<file path="config.mk">
export PLATFORM = sky130hd
export DESIGN_NAME = txpwr_resolver
export DESIGN_NICKNAME = d
export VERILOG_FILES = /design/src/rtl/txpwr_pkg.sv /design/src/rtl/txpwr_cfg_regs.sv /design/src/rtl/txpwr_table.sv /design/src/rtl/txpwr_resolve.sv /design/src/rtl/txpwr_resolver.sv
export SDC_FILE = /design/constraint.sdc
export NUM_CORES = 1
export LEC_CHECK = 0
export BUFFER_PORTS_ARGS = -buffer_cell sky130_fd_sc_hd__buf_4
export CORE_UTILIZATION = 45
export DETAILED_ROUTE_END_ITERATION = 10
export HOLD_SLACK_MARGIN = 0.06
export SYNTH_ARGS = -nofsm -noshare
export SYNTH_HDL_FRONTEND = slang
export SYNTH_SLANG_ARGS = --single-unit
</file>
<file path="constraint.sdc">
create_clock -name clk -period 16.95 [get_ports clk]
set_clock_uncertainty 0.05 [all_clocks]
set_input_delay 0.8475 -clock clk [delete_from_list [all_inputs] [get_ports clk]]
set_output_delay 0.8475 -clock clk [all_outputs]
set_load 0.01 [all_outputs]
</file>
<file path="src/rtl/txpwr_pkg.sv">
package txpwr_pkg;

    // Setting selector codes on the write port
    typedef enum logic [1:0] {
        SEL_CEIL   = 2'd0,
        SEL_LIMIT  = 2'd1,
        SEL_SCALE  = 2'd2,
        SEL_TBL_EN = 2'd3
    } cfg_sel_e;

    localparam int SCALE_W   = 3;
    localparam int SCALE_TOP = 4;   // setting that forces minimum power

endpackage

</file>
<file path="src/rtl/txpwr_cfg_regs.sv">
module txpwr_cfg_regs
    import txpwr_pkg::*;
#(
    parameter int PWR_W = 7
) (
    input  logic                 clk,
    input  logic                 rst_n,
    input  logic                 wr_en,
    input  logic [1:0]           sel,
    input  logic [PWR_W-1:0]     wdata,
    output logic [PWR_W-1:0]     ceil_o,
    output logic [PWR_W-1:0]     limit_o,
    output logic [SCALE_W-1:0]   scale_o,
    output logic                 tbl_en_o
);

    typedef struct packed {
        logic [PWR_W-1:0]   ceil;
        logic [PWR_W-1:0]   limit;
        logic [SCALE_W-1:0] scale;
        logic               tbl_en;
    } cfg_t;

    cfg_t cfg_d, cfg_q;

    always_comb begin
        cfg_d = cfg_q;
        if (wr_en) begin
            unique case (cfg_sel_e'(sel))
                SEL_CEIL: begin
                    cfg_d.ceil = wdata;
                    if (cfg_q.limit > wdata)
                        cfg_d.limit = wdata;
                end
                SEL_LIMIT: begin
                    cfg_d.limit = (wdata > cfg_q.ceil) ? cfg_q.ceil : wdata;
                end
                SEL_SCALE: begin
                    if (wdata[SCALE_W-1:0] > SCALE_W'(SCALE_TOP))
                        cfg_d.scale = SCALE_W'(SCALE_TOP);
                    else
                        cfg_d.scale = wdata[SCALE_W-1:0];
                end
                SEL_TBL_EN: begin
                    cfg_d.tbl_en = wdata[0];
                end
                default: cfg_d = cfg_q;
            endcase
        end
    end

    always_ff @(posedge clk or negedge rst_n) begin
        if (!rst_n) begin
            cfg_q.ceil   <= '1;
            cfg_q.limit  <= '1;
            cfg_q.scale  <= '0;
            cfg_q.tbl_en <= 1'b0;
        end else begin
            cfg_q <= cfg_d;
        end
    end

    assign ceil_o   = cfg_q.ceil;
    assign limit_o  = cfg_q.limit;
    assign scale_o  = cfg_q.scale;
    assign tbl_en_o = cfg_q.tbl_en;

endmodule

</file>
<file path="src/rtl/txpwr_table.sv">
module txpwr_table #(
    parameter int DEPTH = 64,
    parameter int DW    = 6,
    localparam int IDX_W = (DEPTH > 1) ? $clog2(DEPTH) : 1
) (
    input  logic              clk,
    input  logic              rst_n,
    input  logic              wr_en,
    input  logic [IDX_W-1:0]  wr_addr,
    input  logic [DW-1:0]     wr_data,
    input  logic [IDX_W-1:0]  rd_idx,
    output logic [DW-1:0]     rd_data
);

    logic [DW-1:0] mem_d [DEPTH];
    logic [DW-1:0] mem_q [DEPTH];

    always_comb begin
        for (int i = 0; i < DEPTH; i++)
            mem_d[i] = mem_q[i];
        if (wr_en && (int'(wr_addr) < DEPTH))
            mem_d[wr_addr] = wr_data;
    end

    always_ff @(posedge clk or negedge rst_n) begin
        if (!rst_n) begin
            for (int i = 0; i < DEPTH; i++)
                mem_q[i] <= '0;
        end else begin
            for (int i = 0; i < DEPTH; i++)
                mem_q[i] <= mem_d[i];
        end
    end

    always_comb begin
        rd_data = '0;
        if (int'(rd_idx) < DEPTH)
            rd_data = mem_q[rd_idx];
    end

endmodule

</file>
<file path="src/rtl/txpwr_resolve.sv">
module txpwr_resolve
    import txpwr_pkg::*;
#(
    parameter int PWR_W    = 7,
    parameter int TBL_DW   = 6,
    parameter int STEP_HDB = 6
) (
    input  logic [PWR_W-1:0]   req_power,
    input  logic               use_tbl,
    input  logic               tbl_en,
    input  logic [TBL_DW-1:0]  tbl_word,
    input  logic [SCALE_W-1:0] scale,
    input  logic [PWR_W-1:0]   limit,
    output logic [PWR_W-1:0]   power
);

    localparam int EXT_W = PWR_W + SCALE_W + 4;

    logic [PWR_W-1:0] tbl_ext;
    logic [PWR_W-1:0] base;
    logic [EXT_W-1:0] base_ext;
    logic [EXT_W-1:0] cut;
    logic [PWR_W-1:0] reduced;

    // Widen the table word to the power code width
    generate
        if (PWR_W > TBL_DW) begin : g_pad
            assign tbl_ext = {{(PWR_W-TBL_DW){1'b0}}, tbl_word};
        end else begin : g_trim
            assign tbl_ext = tbl_word[PWR_W-1:0];
        end
    endgenerate

    always_comb begin
        base     = (use_tbl && tbl_en) ? tbl_ext : req_power;
        base_ext = EXT_W'(base);
        cut      = EXT_W'(scale) * EXT_W'(STEP_HDB);
        if (scale >= SCALE_W'(SCALE_TOP))
            reduced = '0;
        else if (base_ext > cut)
            reduced = PWR_W'(base_ext - cut);
        else
            reduced = '0;
        power = (reduced > limit) ? limit : reduced;
    end

endmodule

</file>
<file path="src/rtl/txpwr_resolver.sv">
module txpwr_resolver
    import txpwr_pkg::*;
#(
    parameter int PWR_W     = 7,
    parameter int TBL_DEPTH = 64,
    parameter int TBL_DW    = 6,
    parameter int STEP_HDB  = 6,
    localparam int IDX_W    = (TBL_DEPTH > 1) ? $clog2(TBL_DEPTH) : 1
) (
    input  logic              clk,
    input  logic              rst_n,
    input  logic              cfg_wr_en,
    input  logic [1:0]        cfg_sel,
    input  logic [PWR_W-1:0]  cfg_wdata,
    output logic [PWR_W-1:0]  lim_rd,
    input  logic              tbl_wr_en,
    input  logic [IDX_W-1:0]  tbl_wr_addr,
    input  logic [TBL_DW-1:0] tbl_wr_data,
    input  logic              req_valid,
    output logic              req_ready,
    input  logic [PWR_W-1:0]  req_power,
    input  logic              req_use_tbl,
    input  logic [IDX_W-1:0]  req_tbl_idx,
    output logic              out_valid,
    output logic [PWR_W-1:0]  out_power
);

    typedef struct packed {
        logic             valid;
        logic [PWR_W-1:0] power;
    } out_t;

    logic [PWR_W-1:0]   ceil_q;
    logic [PWR_W-1:0]   limit_q;
    logic [SCALE_W-1:0] scale_q;
    logic               tbl_en_q;
    logic [TBL_DW-1:0]  tbl_word;
    logic [PWR_W-1:0]   resolved;
    out_t               out_d, out_q;

    txpwr_cfg_regs #(.PWR_W(PWR_W)) u_cfg (
        .clk      (clk),
        .rst_n    (rst_n),
        .wr_en    (cfg_wr_en),
        .sel      (cfg_sel),
        .wdata    (cfg_wdata),
        .ceil_o   (ceil_q),
        .limit_o  (limit_q),
        .scale_o  (scale_q),
        .tbl_en_o (tbl_en_q)
    );

    txpwr_table #(.DEPTH(TBL_DEPTH), .DW(TBL_DW)) u_tbl (
        .clk     (clk),
        .rst_n   (rst_n),
        .wr_en   (tbl_wr_en),
        .wr_addr (tbl_wr_addr),
        .wr_data (tbl_wr_data),
        .rd_idx  (req_tbl_idx),
        .rd_data (tbl_word)
    );

    txpwr_resolve #(.PWR_W(PWR_W), .TBL_DW(TBL_DW), .STEP_HDB(STEP_HDB)) u_res (
        .req_power (req_power),
        .use_tbl   (req_use_tbl),
        .tbl_en    (tbl_en_q),
        .tbl_word  (tbl_word),
        .scale     (scale_q),
        .limit     (limit_q),
        .power     (resolved)
    );

    // Table writes own the storage port for their cycle
    assign req_ready = !tbl_wr_en;

    always_comb begin
        out_d.valid = req_valid && req_ready;
        out_d.power = (req_valid && req_ready) ? resolved : out_q.power;
    end

    always_ff @(posedge clk or negedge rst_n) begin
        if (!rst_n) begin
            out_q <= '0;
        end else begin
            out_q <= out_d;
        end
    end

    assign out_valid = out_q.valid;
    assign out_power = out_q.power;
    assign lim_rd    = limit_q;

endmodule

</file>
# Word-level counts from Yosys, hierarchy flattened
# Cells that the tools add are included.
dict set report word_totals {
  in_bits 40
  word_cells 111
  reg_bits 410
  out_inout_bits 16
}
dict set report op_classes {
  n_mux 14
  addsub 1
  n_mul 1
  n_lt_le_gt_ge 9
  bitwise 2
  eq_ne 4
  reduce_logical 10
}
# cell count
set ops {}
lappend ops {{384-bit bitwise mux} 1}
lappend ops {{7-bit two-way mux} 6}
lappend ops {{6-bit binary-select mux with 6-bit select} 1}
lappend ops {{6-bit demux with 6-bit select} 1}
lappend ops {{7-bit > comparator} 3}
lappend ops {{6-bit two-way mux} 3}
lappend ops {{7-bit greater-or-equal comparator (second input constant)} 2}
lappend ops {{6-bit inverter with 7-bit output} 2}
lappend ops {{7-bit one-hot mux with 2 select lines} 1}
lappend ops {{7-bit by 6-bit > comparator with 1-bit output} 1}
lappend ops {{7-bit by 1-bit less-than comparator with 1-bit output (second input constant)} 1}
lappend ops {{7-bit by 6-bit subtractor with 7-bit output} 1}
lappend ops {{2-bit AND reduction} 3}
lappend ops {{3-bit by 2-bit multiplier with 5-bit output (second input constant)} 1}
lappend ops {{2-bit equality test (second input constant)} 2}
lappend ops {{3-bit greater-or-equal comparator (second input constant)} 1}
lappend ops {{3-bit > comparator (second input constant)} 1}
lappend ops {{1-bit logical AND} 3}
lappend ops {{3-bit two-way mux} 1}
lappend ops {{3-bit AND reduction} 1}
lappend ops {{2-bit by 1-bit equality test with 1-bit output (second input constant)} 1}
lappend ops {{2-bit zero test} 1}
lappend ops {{2-bit by 1-bit != test with 1-bit output (second input constant)} 1}
lappend ops {{2-bit nonzero test} 1}
lappend ops {{1-bit zero test} 1}

# Longest topological paths before layout
# Gate-level depths: netlist of run 1.
dict set report logic_depth {
  depth_word 10
  depth_mapped 25
  mapped_depth_nobuf 21
}

# Modules after synthesis
# From an unflattened synthesis of run 1, not the netlist that was laid out.
dict set report unflattened {
  hier_cells 1367
  area_unflattened_um2 20043.0
}
# mod cells_each instances area_per_inst_um2 seq_area_each_um2
set modules_own_cells {}
lappend modules_own_cells {txpwr_table 1151 1 17794.6 9609.2}
lappend modules_own_cells {txpwr_cfg_regs 109 1 1162.4 467.9}
lappend modules_own_cells {txpwr_resolve 89 1 759.5 0.0}
lappend modules_own_cells {txpwr_resolver 18 1 326.6 200.2}

# Least setup slack after synthesis of run 1
# OpenSTA, ideal clock, no wires.
dict set report synth_timing {
  kind {in2reg}
  startpoint {in req_tbl_idx[1]}
  endpoint {reg out_q (netlist bit out_power[5])}
  stages 25
  setup_time_ns 0.083
  setup_slack_ns 10.313
  arrival_ns 6.504
  required_time_ns 16.817
  n_path_buf 4
  cell_sequence {clkbuf_1 -> clkbuf_1 -> clkbuf_1 -> mux4_2 -> mux4_2 -> mux4_2 -> mux2i_1 -> ha_1 -> inv_1 -> fa_1 -> a21o_1 -> a21o_1 -> a221oi_1 -> nor2_1 -> nand4_1 -> a2bb2oi_2 -> nor2_1 -> ha_1 -> a21o_1 -> a21o_1 -> a211oi_1 -> nor2_1 -> clkbuf_1 -> or3_1 -> o21ai_0}
}
dict set report synth_between {
  elab_chain_cells 10
  word_cells_on_any_way 11
  cone_classes {add/sub: 1; order compare: 2; mux: 7; bitwise: 1}
}
# element line_no
set synth_rtl {}
lappend synth_rtl {{start, declared} txpwr_resolver.sv:23} ;# input logic [IDX_W-1:0] req_tbl_idx,
lappend synth_rtl {{6-bit inverter with 7-bit output (not written as such) (*)} txpwr_table.sv:38} ;# rd_data = mem_q[rd_idx];
lappend synth_rtl {{6-bit binary-select mux with 6-bit select (*)} txpwr_table.sv:38}
lappend synth_rtl {{6-bit two-way mux (not written as such) (*) (2 in a row)} txpwr_table.sv:38}
lappend synth_rtl {{7-bit two-way mux (*)} txpwr_resolve.sv:35} ;# base = (use_tbl && tbl_en) ? tbl_ext : req_power;
lappend synth_rtl {{7-bit by 6-bit subtractor with 7-bit output / 7-bit by 6-bit > comparator with 1-bit output (equally long branches)} {txpwr_resolve.sv:41, txpwr_resolve.sv:40}}
lappend synth_rtl {{7-bit two-way mux (*)} txpwr_resolve.sv:40} ;# else if (base_ext > cut)
lappend synth_rtl {{7-bit two-way mux (*)} txpwr_resolve.sv:38} ;# if (scale >= SCALE_W'(SCALE_TOP))
lappend synth_rtl {{7-bit > comparator} txpwr_resolve.sv:44} ;# power = (reduced > limit) ? limit : reduced;
lappend synth_rtl {{7-bit two-way mux (*)} txpwr_resolve.sv:44}
lappend synth_rtl {{end signal, assigned} txpwr_resolver.sv:85} ;# out_q <= out_d;
lappend synth_rtl {{end, declared} txpwr_resolver.sv:39} ;# out_t out_d, out_q;
# Every way passes the cells marked *; elsewhere a longest branch is shown, timed or not. The select of a mux whose other input is x is not followed.
# A chain may end at the register's enable or synchronous reset.

# Worst setup path after layout of run 1
dict set report layout_timing {
  startpoint {in req_tbl_idx[0]}
  endpoint {reg out_q (netlist bit out_power[5])}
}
# The elaborated chain is that of the path after synthesis.

==> results of run 1 <==
==> power breakdown <==
part	internal [µW]	total (µW)	leakage (µW)	switching, µW
clock	622	1020	0.000771	401
combinational	257	482	0.00394	225
sequential	1130	1210	0.00540	79.4
total	2010	2710	0.0101	705
==> stage by stage <==
step	area, µm²	power [µW]
after floorplan	19700	1540
after global placement	20600	1700
after detailed placement	20600	1710
after CTS	22100	2740
after global routing	22100	2840
final	22100	2710
==> final timing paths <==
kind | startpoint | to | slack, ps | depth (start not counted)
max in group asynchronous | rst_n | u_tbl.mem_q[129] | 14980 | 2
worst max register to register | u_tbl.mem_q[128] | out_power[5] | 10890 | 19
worst min register to register | out_power[1] | out_power[1] | 440 | 2
worst min-delay path | rst_n | u_tbl.mem_q[383] | 270 | 1
worst max-delay path | req_tbl_idx[0] | out_power[5] | 9530 | 21
min in group clk | out_power[1] | out_power[1] | 440 | 2
==> flip-flops by register name (all words and copies together) (netlist names) <==
signal and flops:
u_tbl.mem_q 384, out_power 7, u_cfg.ceil_o 7, u_cfg.limit_o 7, u_cfg.scale_o 3, out_valid 1, u_cfg.tbl_en_o 1
==> cell type report <==
cell class,count,area (µm²),share of cell area [%]
Inverter,29,109,0.492
Clock inverter,10,131,0.593
Multi-Input combinational cell,813,8970,40.5
Sequential cell,410,10300,46.4
Tap cell,585,732,3.31
Timing Repair Buffer,62,489,2.21
Clock buffer,72,1430,6.46
==> cells by family after synthesis <==
family | after synthesis | synth area share (%)
simple gates | 186 | 4.44
buf+inv | 111 | 2.38
xor+xnor | 5 | 0.222
flops | 410 | 52.1
fa+ha+maj | 32 | 2.11
compound gates | 59 | 1.97
mux | 531 | 36.8
==> layer usage <==
layer,share of wire (%),vias up,GRT usage [%]
li1,-,5003,-
met1,47,6130,32.6
met2,46,266,33.8
met3,4.8,84,3.66
met4,2.4,0,6.75
met5,0,-,0
==> Yosys cell counts, types with 2 or more instances <==
library cell / instances
inv_1: 29
buf_6: 4
o31ai_1: 5
o21ai_0: 16
nand3_1: 15
mux2_2: 395
nor3b_1: 4
mux2i_1: 21
nor4_1: 2
a31oi_1: 4
a21oi_1: 9
buf_4: 3
and2_1: 3
dfstp_2: 14
nor2_1: 53
ha_1: 30
a211oi_1: 2
fa_1: 2
mux4_2: 115
o22ai_1: 3
nand4_1: 5
clkbuf_1: 58
nor2b_1: 16
a21o_1: 8
nand2_1: 57
buf_1: 8
dfrtp_1: 396
nor4b_1: 2
and3_1: 2
nor3_1: 11
o21a_1: 5
nand2b_1: 4
nand3b_1: 3
buf_2: 9
xnor2_1: 3
or2_2: 2
xor2_1: 2
or3_1: 4
==> impl_metrics.csv, run 1 <==
group,metric,value,unit
die,std_cell_rows,76,
finish,num-fill-cells,3669,
timing,worst_slack,9530,ps
logic_synthesis,syn_nets,1406,
clock_tree,cts_buffer_depth,3,
worst_setup_path,path_class,"in2reg",
finish,final_common_cell,"dfrtp_1",
timing,timing.final.crit_share,43.7,%
die,ioPinCount,56,
die,initial_core_util,45.7,%
clock_tree,cts_setup_buffers,0,
logic_synthesis,synth-main-ff-cell,"dfrtp_1",
logic_synthesis,avgSynthCellArea,14.8,µm²
worst_setup_path,critical-path-slowest-cell,"buf_4",
drt,vias,11500,
clock_tree,hold_buffers,0,
worst_setup_path,cpPeakStageDelay,710,ps
drt,routed_wl,47500,µm
timing,max_freq,135,MHz
place,gp_congestion,0.855,
timing,finalCriticalPeriod,7420,ps
drt,drtIter0Drc,786,
worst_setup_path,cp.arrival,7840,ps
timing,rsz0062_at_grt,"false",
die,die_area,44700,µm²
timing,hold_slack,274,ps
worst_setup_path,cp_cell_sequence,"buf_6 -> buf_4 -> mux4_2 -> mux4_2 -> mux4_2 -> mux2_2 -> fa_1 -> a21o_1 -> a21o_1 -> a221oi_1 -> nor2_1 -> nand4_1 -> a2bb2oi_2 -> nor2_1 -> ha_1 -> a21o_1 -> a21o_1 -> a211oi_1 -> nor2_1 -> or3_1 -> o21ai_0",
grt,grt_pass1_vias,11900,
logic_synthesis,synth_top_cell_by_area,"dfrtp_1",
finish,layoutNonFillerInstCount,1981,
worst_setup_path,worst-path-max-fanout,63,
grt,grt_overflow,0,
drt,drc_errors,0,
grt,grt_pass1_wl,74500,µm
worst_setup_path,critPathBufInv,2,
logic_synthesis,synth_top_area_share,50.3,%
finish,drive_above_1_share,47.4,%
timing,worst_pin_slew,1100,ps
grt,antenna_found_initial,1,
logic_synthesis,synthArstFlopShare,100,%
clock_tree,ctsResizeCount,0,
worst_setup_path,cp-end-kind,"flop",
place,dpl.hpwl,30900,µm
pwr,leakagePower,0.0101,µW
clock_tree,cts_tree,"yes",
logic_synthesis,synth-seq-cells,410,
outcome,status,"finished clean",
hold_path,hp-class,"in2async",
die,core,43200,µm²
timing,setup_viol,0,
place,io_buffers,55,
worst_setup_path,cpMostUsedCell,"a21o_1",
flow_run,drv_cap,0,
die,die_w,211,µm
worst_setup_path,critPathLaunchType,"primary input",
clock_tree,cts.sinks,410,
logic_synthesis,yosys-top-cells-area,"dfrtp_1 (50%), mux2_2 (23%), mux4_2 (13%), ha_1 (1.9%), dfstp_2 (1.9%)",
grt,track_usage,22.2,%
drt,ant_nets,0,
worst_setup_path,cp.required,17380,ps
finish,final_cell_mix,"dfrtp_1 (396), mux2_2 (395), mux4_2 (115)",
pwr,power_density,123,nW/µm²
logic_synthesis,synth_area,19700,µm²
clock_tree,cts_root_buf,"clkbuf_16",
timing,slew_violations,0,
grt,grt_max_degree,159,
timing,fin_setup_tns,0,ps
logic_synthesis,synth_edf_count,0,
die,die_h,211,µm
pwr,peakVddDrop,70.5,µV
finish,fin_nets,1434,
logic_synthesis,ys_seq_area_share,52.1,%
timing,hold_viol_final,0,
worst_setup_path,critPathTopFamily,"multiplexers",
clock_tree,h-tree-depth,2,
clock_tree,cts_buffers,46,
place,dp.cells,1899,
place,post-place-ws,8920,ps
finish,diodes,0,
logic_synthesis,yosysWarningCount,0,
clock_tree,clk_pin_slew,60,ps
finish,utilization,51.3,%
timing,relSlewSlack,25.8,%
drt,first_pass_iters,7,
drt,routedWlPerCell,24.0,µm
logic_synthesis,synthDistinctLibCells,48,
finish,syn_to_final_growth,12.3,%
logic_synthesis,syn_inst,1334,
clock_tree,clk_latency,570,ps
drt,vias_per_cell,5.80,
No activity file was read; power rests on OpenSTA's default activity.
==> inputs of run 2 (changes only) <==
==> constraint.sdc (replaced) <==
create_clock -name clk -period 6.25 [get_ports clk]
set_clock_uncertainty 0.05 [all_clocks]
set_input_delay 0.3125 -clock clk [delete_from_list [all_inputs] [get_ports clk]]
set_output_delay 0.3125 -clock clk [all_outputs]
set_load 0.01 [all_outputs]
==> impl_metrics.csv, run 2 (synthesis results as in run 1) <==
group,metric,value,unit
finish,final_cell_mix,"dfrtp_1 (396), mux2_2 (395), mux4_2 (115)",
finish,largest_register,"u_tbl.mem_q",
drt,drc_errors,0,
outcome,status,"finished clean",
worst_setup_path,cpMostUsedCell,"a21o_1",
timing,rsz0062_at_grt,"false",
clock_tree,cts_setup_buffers,0,
die,initial_core_util,45.7,%
worst_setup_path,cp-end-kind,"flop",
grt,grt_pass1_wl,77400,µm
grt,grt_overflow,0,
die,ioPinCount,56,
worst_setup_path,crit_start,"u_tbl.mem_q[314]",
clock_tree,h-tree-depth,2,
worst_setup_path,path_class,"reg2reg",
finish,syn_to_final_growth,13.7,%
finish,final_common_cell,"dfrtp_1",
pwr,peakVddDrop,166,µV
timing,worst_slack,421,ps
clock_tree,cts.sinks,410,
place,io_buffers,55,
drt,routed_wl,48800,µm
finish,drive_above_1_share,47.4,%
drt,ant_nets,0,
timing,timing.final.crit_share,93.3,%
worst_setup_path,critPathLaunchType,"flop",
clock_tree,hold_buffers,12,
pwr,p_total,7260,µW
grt,grt_max_degree,165,
finish,num-fill-cells,3736,
grt,antenna_found_initial,2,
timing,relSlewSlack,7.99,%
clock_tree,ctsResizeCount,0,
timing,worst_pin_slew,1370,ps
drt,vias_per_cell,5.82,
timing,slew_violations,0,
die,die_w,211,µm
worst_setup_path,critPathBufInv,1,
die,core,43200,µm²
worst_setup_path,worst-path-max-fanout,11,
drt,vias,11700,
place,post-place-ws,60.1,ps
grt,grt_pass1_vias,12400,
timing,finalCriticalPeriod,5830,ps
worst_setup_path,critPathTopFamily,"multiplexers",
clock_tree,cts_buffer_depth,3,
die,std_cell_rows,76,
worst_setup_path,r2r-start,"u_tbl.mem_q[314]",
worst_setup_path,critical-path-slowest-cell,"mux4_2",
timing,fin_setup_tns,0,ps
clock_tree,clk_latency,560,ps
timing,hold_viol_final,0,
place,dpl.hpwl,32700,µm
drt,routedWlPerCell,24.2,µm
finish,largest_reg_flops,384,
pwr,power_density,324,nW/µm²
worst_setup_path,cp_cell_sequence,"mux4_2 -> mux4_2 -> mux4_2 -> mux2_2 -> fa_1 -> a21o_1 -> a21o_1 -> a221oi_1 -> nor2_1 -> nand4_1 -> a2bb2oi_2 -> buf_4 -> nor2_1 -> ha_1 -> a21o_1 -> a21o_1 -> a211oi_1 -> nor2_1 -> or3_1 -> a21oi_1",
hold_path,worstHoldStart,"req_valid",
die,die_h,211,µm
worst_setup_path,cp.required,6670,ps
timing,setup_viol,0,
flow_run,drv_cap,0,
worst_setup_path,cpPeakStageDelay,550,ps
die,die_area,44700,µm²
pwr,leakagePower,0.0103,µW
clock_tree,cts_root_buf,"clkbuf_16",
drt,first_pass_iters,5,
clock_tree,cts_tree,"yes",
clock_tree,cts_buffers,45,
grt,track_usage,23.0,%
drt,drtIter0Drc,846,
place,gp_congestion,0.882,
clock_tree,clk_pin_slew,60,ps
finish,fin_nets,1469,
timing,max_freq,172,MHz
hold_path,hp-class,"in2reg",
worst_setup_path,cp.arrival,6250,ps
## run 2: cell types whose count changed in the layout (fill, tap and decap cells not counted)
cell,change
buf_12,+7
buf_4,+17
clkbuf_1,+5
clkbuf_16,-2
clkbuf_8,-5
clkinvlp_4,-1
diode_2,+2
dlygate4sd3_1,+12
inv_6,-1
## run 2: worst paths after layout
kind / end / slack, ps / cells past startpoint
max reg2reg: out_power[0] / 420 / 20
min reg2reg: out_power[1] / 430 / 2
min: out_power[1] / 170 / 4
max in group asynchronous: u_tbl.mem_q[287] / 4290 / 3
min in group asynchronous: u_tbl.mem_q[375] / 360 / 2
max: out_power[0] / 420 / 20
## run 2: worst min-delay path, cell delays in order
cell and delay [ps]:
buf_4 80, nand2_1 170, nand2_1 110, o21ai_0 60
## run 2: cell type report
type                       count  area [µm²]  share of cell area, %
clock inverter                 8         115                  0.514
inverter                      29         109                  0.486
sequential                   410       10300                   45.8
clock buffer                  70        1330                   5.93
tap                          585         732                   3.27
multi-input combinational    813        8970                   40.0
timing repair buffer          98         877                   3.91
antenna                        2        5.00                 0.0223
## run 2: through the flow
stage          hold slack (ps)  cells  area (µm²)  utilization [%]
4_1_cts                    142   2013       22400             51.9
5_1_grt                    203   2013       22400             51.9
2_1_floorplan            -33.1   1334       19700                -
3_5_place_dp               413   1923       20800             48.3
6_report                   165   2015       22400             51.9
3_3_place_gp               405   1923       20800             48.3
## run 2: power breakdown
part | switching (µW) | internal [µW]
logic | 615 | 721
clock network | 1050 | 1580
registers | 230 | 3060
total | 1900 | 5360
## run 2: layer usage
layer / part of all wire (%) / vias up / wire, µm / GRT usage (%)
li1: - / 5079 / - / -
met1: 46 / 6348 / 22500 / 32.7
met2: 48 / 236 / 23500 / 37.4
met3: 3.9 / 63 / 1900 / 3.14
met4: 1.8 / 0 / 902 / 5.85
met5: 0 / - / 0 / 0
